--- config.mk ---
export PLATFORM = sky130hd
export DESIGN_NAME = wdt_keyed
export DESIGN_NICKNAME = d
export VERILOG_FILES = /design/src/rtl/wdt_keyed_pkg.sv /design/src/rtl/wdt_prescaler.sv /design/src/rtl/wdt_counter.sv /design/src/rtl/wdt_regs.sv /design/src/rtl/wdt_rst_stretch.sv /design/src/rtl/wdt_keyed.sv
export SDC_FILE = /design/constraint.sdc
export NUM_CORES = 1
export LEC_CHECK = 0
export ABC_AREA = 0
export BUFFER_PORTS_ARGS = -buffer_cell sky130_fd_sc_hd__buf_2
export CAP_MARGIN = 20
export CORE_ASPECT_RATIO = 0.7
export CORE_MARGIN = 1
export CORE_UTILIZATION = 30
export DETAILED_ROUTE_END_ITERATION = 12
export GPL_TIMING_DRIVEN = 0
export MAX_ROUTING_LAYER = met4
export REMOVE_ABC_BUFFERS = 1
export SKIP_CTS_REPAIR_TIMING = 1
export SYNTH_ARGS = -nofsm -noshare
export SYNTH_HDL_FRONTEND = slang
export SYNTH_SLANG_ARGS = --single-unit
--- constraint.sdc ---
create_clock -name clk -period 3.7 [get_ports clk]
set_input_delay 0.37 -clock clk [delete_from_list [all_inputs] [get_ports clk]]
set_output_delay 0.37 -clock clk [all_outputs]
set_load 0.02 [all_outputs]
--- src/rtl/wdt_keyed_pkg.sv ---
package wdt_keyed_pkg;
  localparam logic [7:0] KEY_CNT = 8'h5A;
  localparam logic [7:0] KEY_CTL = 8'hA5;
  localparam int         DATA_W  = 8;

  // payload bit positions of a control write
  localparam int B_FCLR = 7;
  localparam int B_RSTE = 6;
  localparam int B_MODE = 5;
  localparam int B_EN   = 4;
  localparam int B_ICLR = 3;

  typedef struct packed {
    logic       rst_en;
    logic       wd_mode;
    logic       en;
    logic [2:0] sel;
  } ctl_t;

  localparam ctl_t CTL_INIT = '{rst_en: 1'b0, wd_mode: 1'b0, en: 1'b0, sel: 3'd0};

  // log2 of the prescaler divide ratio for each clock-select code
  function automatic int presc_shift(input logic [2:0] code);
    case (code)
      3'd0:    presc_shift = 1;
      3'd1:    presc_shift = 3;
      3'd2:    presc_shift = 5;
      3'd3:    presc_shift = 6;
      3'd4:    presc_shift = 8;
      3'd5:    presc_shift = 9;
      3'd6:    presc_shift = 11;
      default: presc_shift = 12;
    endcase
  endfunction
endpackage

--- src/rtl/wdt_prescaler.sv ---
module wdt_prescaler #(
  parameter int PW = 12
) (
  input  logic       clk,
  input  logic       rst_n,
  input  logic       en,
  input  logic [2:0] sel,
  output logic       tick
);
  import wdt_keyed_pkg::*;

  logic [PW-1:0] div_q;
  logic [PW-1:0] mask;

  always_comb begin
    mask = {PW{1'b1}} >> (PW - presc_shift(sel));
    tick = en && ((div_q & mask) == mask);
  end

  always_ff @(posedge clk or negedge rst_n) begin
    if (!rst_n)   div_q <= '0;
    else if (!en) div_q <= '0;
    else          div_q <= div_q + 1'b1;
  end
endmodule

--- src/rtl/wdt_counter.sv ---
module wdt_counter #(
  parameter int W = 8
) (
  input  logic         clk,
  input  logic         rst_n,
  input  logic         clr,
  input  logic         load,
  input  logic [W-1:0] load_val,
  input  logic         tick,
  output logic [W-1:0] cnt,
  output logic         wrap
);
  logic [W-1:0] cnt_q;

  assign cnt  = cnt_q;
  assign wrap = tick && !clr && !load && (cnt_q == {W{1'b1}});

  always_ff @(posedge clk or negedge rst_n) begin
    if (!rst_n)    cnt_q <= '0;
    else if (clr)  cnt_q <= '0;
    else if (load) cnt_q <= load_val;
    else if (tick) cnt_q <= cnt_q + 1'b1;
  end
endmodule

--- src/rtl/wdt_regs.sv ---
module wdt_regs (
  input  logic        clk,
  input  logic        rst_n,
  input  logic        wr_en,
  input  logic        wr_word,
  input  logic [15:0] wr_data,
  input  logic        rd_stat_stb,
  input  logic        wrap,
  output logic        cnt_load,
  output logic [7:0]  cnt_load_val,
  output logic        cnt_clr,
  output wdt_keyed_pkg::ctl_t ctl,
  output logic        wd_flag,
  output logic        iv_flag,
  output logic        irq,
  output logic        rst_trig
);
  import wdt_keyed_pkg::*;

  ctl_t       ctl_q;
  logic       wdf_q, ivf_q, arm_q, irq_q;
  logic [7:0] key, pay;
  logic       word_ok, ctl_wr, wd_ovf, iv_ovf;

  always_comb begin
    key          = wr_data[15:8];
    pay          = wr_data[7:0];
    word_ok      = wr_en && wr_word;
    cnt_load     = word_ok && (key == KEY_CNT);
    cnt_load_val = pay;
    ctl_wr       = word_ok && (key == KEY_CTL);
    cnt_clr      = ctl_wr && ctl_q.en && !pay[B_EN];
    wd_ovf       = wrap && ctl_q.wd_mode;
    iv_ovf       = wrap && !ctl_q.wd_mode;
    rst_trig     = wd_ovf && ctl_q.rst_en;
  end

  always_ff @(posedge clk or negedge rst_n) begin
    if (!rst_n) begin
      ctl_q <= CTL_INIT;
      wdf_q <= 1'b0;
      ivf_q <= 1'b0;
      arm_q <= 1'b0;
      irq_q <= 1'b0;
    end else begin
      irq_q <= iv_ovf;
      if (rd_stat_stb && wdf_q) arm_q <= 1'b1;
      if (wd_ovf) begin
        wdf_q         <= 1'b1;
        arm_q         <= 1'b0;
        ivf_q         <= 1'b0;
        ctl_q.wd_mode <= CTL_INIT.wd_mode;
        ctl_q.en      <= CTL_INIT.en;
        ctl_q.sel     <= CTL_INIT.sel;
      end else begin
        if (ctl_wr) begin
          ctl_q.rst_en  <= pay[B_RSTE];
          ctl_q.wd_mode <= pay[B_MODE];
          ctl_q.en      <= pay[B_EN];
          ctl_q.sel     <= pay[2:0];
          if (!pay[B_ICLR]) ivf_q <= 1'b0;
          if (!pay[B_FCLR] && arm_q) wdf_q <= 1'b0;
          arm_q <= 1'b0;
        end
        if (iv_ovf) ivf_q <= 1'b1;
      end
    end
  end

  assign ctl     = ctl_q;
  assign wd_flag = wdf_q;
  assign iv_flag = ivf_q;
  assign irq     = irq_q;
endmodule

--- src/rtl/wdt_rst_stretch.sv ---
module wdt_rst_stretch #(
  parameter int N = 518
) (
  input  logic clk,
  input  logic rst_n,
  input  logic trig,
  output logic rst_out
);
  localparam int CW = $clog2(N + 1);

  logic [CW-1:0] left_q;

  always_ff @(posedge clk or negedge rst_n) begin
    if (!rst_n)              left_q <= '0;
    else if (trig)           left_q <= CW'(N);
    else if (left_q != '0)   left_q <= left_q - 1'b1;
  end

  assign rst_out = (left_q != '0);
endmodule

--- src/rtl/wdt_keyed.sv ---
module wdt_keyed #(
  parameter int RST_CYCLES = 518,
  parameter int PRESC_W    = 12
) (
  input  logic        clk,
  input  logic        rst_n,
  input  logic        wr_en,
  input  logic        wr_word,
  input  logic [15:0] wr_data,
  input  logic        rd_stat_stb,
  output logic [7:0]  rd_cnt_o,
  output logic [7:0]  rd_ctl_o,
  output logic [7:0]  rd_stat_o,
  output logic        irq_o,
  output logic        chip_rst_o
);
  import wdt_keyed_pkg::*;

  ctl_t       ctl;
  logic       tick, wrap, cnt_load, cnt_clr, wd_flag, iv_flag, rst_trig;
  logic [7:0] cnt_load_val, cnt;

  wdt_regs u_regs (
    .clk          (clk),
    .rst_n        (rst_n),
    .wr_en        (wr_en),
    .wr_word      (wr_word),
    .wr_data      (wr_data),
    .rd_stat_stb  (rd_stat_stb),
    .wrap         (wrap),
    .cnt_load     (cnt_load),
    .cnt_load_val (cnt_load_val),
    .cnt_clr      (cnt_clr),
    .ctl          (ctl),
    .wd_flag      (wd_flag),
    .iv_flag      (iv_flag),
    .irq          (irq_o),
    .rst_trig     (rst_trig)
  );

  wdt_prescaler #(.PW(PRESC_W)) u_presc (
    .clk   (clk),
    .rst_n (rst_n),
    .en    (ctl.en),
    .sel   (ctl.sel),
    .tick  (tick)
  );

  wdt_counter #(.W(DATA_W)) u_cnt (
    .clk      (clk),
    .rst_n    (rst_n),
    .clr      (cnt_clr),
    .load     (cnt_load),
    .load_val (cnt_load_val),
    .tick     (tick),
    .cnt      (cnt),
    .wrap     (wrap)
  );

  wdt_rst_stretch #(.N(RST_CYCLES)) u_rst (
    .clk     (clk),
    .rst_n   (rst_n),
    .trig    (rst_trig),
    .rst_out (chip_rst_o)
  );

  assign rd_cnt_o  = cnt;
  assign rd_stat_o = {wd_flag, ctl.rst_en, 1'b0, 5'b11111};
  assign rd_ctl_o  = {iv_flag, 1'b1, ctl.wd_mode, ctl.en, 1'b1, ctl.sel};
endmodule

==> results.md <==
* H-tree depth at 2
* Synth top area cells: dfrtp_1, nor2_1, buf_4
* Drt initial violations at between 100 and 150
* Slew margin rel. at 0.4015
* Req. time, crit path at between 3000 and 4000 ps
* Tcrit/Tclk final at 0.8595
* PwrDens at between 300 and 400 nW/um2
* Status: finished clean
* Min cycle time layout at 3180 ps
* Largest net degree at the start of global routing at 41
* CTS tree: done
* Die Wd at ~110 um
* Die Span Y at about 77 um
* Max Cap Violations at 0
* Reg2Reg Depth at 9
* Drt pass-1 iters at 6
* GRT Util Overall at 0.1556
* Share of layout cells above drive strength 1 at 0.1747
* Seq/Total Area, Yosys at 0.4171
* R2r endpoint: u_cnt.cnt[1]$_DFFE_PN0P_
* # port buffers at 38
* RSZ-0062 raised after global routing: no
* Yosys top cell area share at 0.4171
* Routed vias/inst at about 5.2
* First-pass GRT wire length at 9735 um
* Remaining antenna violation count at 0
* Final Setup Violations at 0
* #FFs+latches synth at 40
* Crit-path max FO at 13
* Setup TNS at 0 ps
* Initial cell density of the core at 0.3193
* Slew at the pin with the worst max-slew slack at between 800 and 900 ps
* Final nets at between 300 and 400
* Leak at 1.282 nW
* Power, Total at around 0.00095 W
* CTS Sinks at 40
* Hold WC Path Type: input port to asynchronous set/reset pin
* Synth warnings at 0
* Clock tree buffer depth at 2
* Synthesis-to-layout area growth at 14.86%
* CTS root buffer: clkbuf_16
* Worst EP arrival at 3350 ps
* I/O pin cnt at 47
* Mapped Area at between 2000 and 2500 um2
* Number of global-route vias before repair at between 1,500 and 2,000
* Hpwl dp at around 4100 um
* Worst R2R Setup Slack at just over 500 ps
* Die ar. at roughly 8400 um2
* Global route overflow at 0
* Post-synth EDFFs at 0
* Residual DRC at 0
* Final Slew Violations at 0
* CP Launch Type: register
* Max Fclk at roughly 310 MHz
* Top_reg_cell synth: dfrtp_1
* Library cells used by synthesis at 54
* Critical Setup Path Class: register to register
* Final hold violations at 0
* Yosys top cell by area: dfrtp_1
* Critical Path End Type: register
* Core region area at roughly 7500 um2
* Peak VDD IR at between 0.2 and 0.25 mV
* GP Congestion at between 0.8 and 0.9
* Clock Pin Slew Worst Setup and Hold Paths at ~60 ps
* Detailed-route via count at about 2,000
* RR Startpoint: u_regs.ctl[1]$_DFFE_PN0P_
* Initial antenna violation count at 0
* Final wirelength at around 5700 um
* # diodes at 0
* Mean Syn Cell Area at around 9.3 um2
* TritonCTS buffer count at 5
* Setup clock skew after layout at ~1.1 ps
* Fillers at about 800
* Clk_lat worst skew at 280 ps
* Wire length per cell at roughly 15 um
* Hold WS at 210.7 ps
* Post-Syn Instances at between 200 and 300
* Std cell rows at 26
* Fraction of registers with async set/reset at 1.000
sequential cells by signal, summed over array words and instances (netlist names):
register        flops
u_presc.div_q      12
u_rst.left_q       10
u_cnt.cnt           8
u_regs.ctl          6
u_regs.arm_q        1
u_regs.irq          1
u_regs.iv_flag      1
u_regs.wd_flag      1
cells in the mapped netlist, types with 2 or more instances:
master / instances
nand3_1: 15
o21bai_1: 2
a21o_1: 3
o211ai_1: 4
nor3b_1: 2
mux2i_1: 5
and2_1: 8
nor2_1: 25
a21oi_1: 5
a31oi_1: 6
a21boi_0: 4
nand4b_1: 4
inv_1: 6
o21ai_0: 8
a221o_1: 4
and3_1: 9
clkbuf_1: 4
ha_1: 4
buf_6: 2
nor4_1: 4
dfrtp_1: 40
nor2b_1: 3
a32oi_1: 4
xor2_1: 3
nand2_1: 23
or3_1: 4
nor3_1: 6
nand4_1: 3
conb_1: 2
xnor2_1: 9
buf_4: 12
nand2b_1: 3
per-layer routing:
metal	vias to the layer above	wire length, um	GRT usage
li1	989	-	-
met1	997	3123	0.2383
met2	51	2243	0.1918
met3	7	277	0.03656
met4	0	83	0.05405
met5	-	0	-
layout by cell type (no fill, tap or decap), drive strengths merged, types with 5 or more instances in the layout:
cell    count
a21oi       5
conb        8
buf        39
inv         6
dfrtp      40
mux2i       5
a31oi       6
and2        8
clkbuf      8
nand3      15
nor3        6
xnor2       9
and3        9
nand2      23
nor2       25
o21ai       8
how the worst max path moves through the flow:
stage	startpoint	to	slack, ps	depth (start not counted)
after global routing	u_regs.ctl[1]$_DFFE_PN0P_	u_cnt.cnt[1]$_DFFE_PN0P_	300	9
final	u_regs.ctl[1]$_DFFE_PN0P_	u_cnt.cnt[1]$_DFFE_PN0P_	520	9
after global placement	u_regs.ctl[1]$_DFFE_PN0P_	u_cnt.cnt[0]$_DFFE_PN0P_	620	9
after detailed placement	u_regs.ctl[1]$_DFFE_PN0P_	u_cnt.cnt[1]$_DFFE_PN0P_	600	9
after floorplan	u_regs.ctl[1]$_DFFE_PN0P_	u_rst.left_q[9]$_DFFE_PN0P_	850	9
after CTS	u_regs.ctl[1]$_DFFE_PN0P_	u_cnt.cnt[1]$_DFFE_PN0P_	570	9
where the power goes:
group          internal [W]  leakage [nW]  switching, W  total [W]
Combinational     0.0000225         0.704     0.0000405  0.0000630
Clock              0.000269        0.0712      0.000168   0.000437
Sequential         0.000441         0.507    0.00000739   0.000449
Total              0.000733          1.28      0.000216   0.000949
area by class of cell:
cell class / count / area [um2] / share of cell area
Clock buffer: 8 / 146.4 / 0.05311
Sequential cell: 40 / 1001 / 0.3631
Inverter: 6 / 22.52 / 0.008171
Tap cell: 98 / 122.6 / 0.04448
Timing Repair Buffer: 39 / 197.7 / 0.07172
Multi-Input combinational cell: 199 / 1266 / 0.4594
worst max-delay path, cell delays in order (launching register included):
cell and delay [ps]:
dfrtp_1 530, nor3b_1 210, a21oi_1 160, ha_1 280
or2b_1 170, a31oi_1 90, o311a_1 320, nor4_1 610
nor2_1 290, a221o_1 380
logic make-up after synthesis:
logic type	Yosys count	share of synthesized area
and+or+nand+nor	120	0.2768
AOI/OAI and AO/OA	49	0.1481
DFF	40	0.4171
buffers and inverters	25	0.06465
xor gates and xnor gates	12	0.04380
muxes	6	0.02555
adders and majority gates	4	0.02086
other	2	0.003129
through the flow:
step	utilization	setup slack, ps	instance area [um2]	instances
2_1_floorplan	-	850.9	2290	245
3_3_place_gp	0.3463	622.2	2603	381
3_5_place_dp	0.3473	598.5	2610	382
4_1_cts	0.3668	565.7	2756	390
5_1_grt	0.3668	302.9	2756	390
6_report	0.3668	519.8	2756	390
Power figures use the tool's default switching activity.
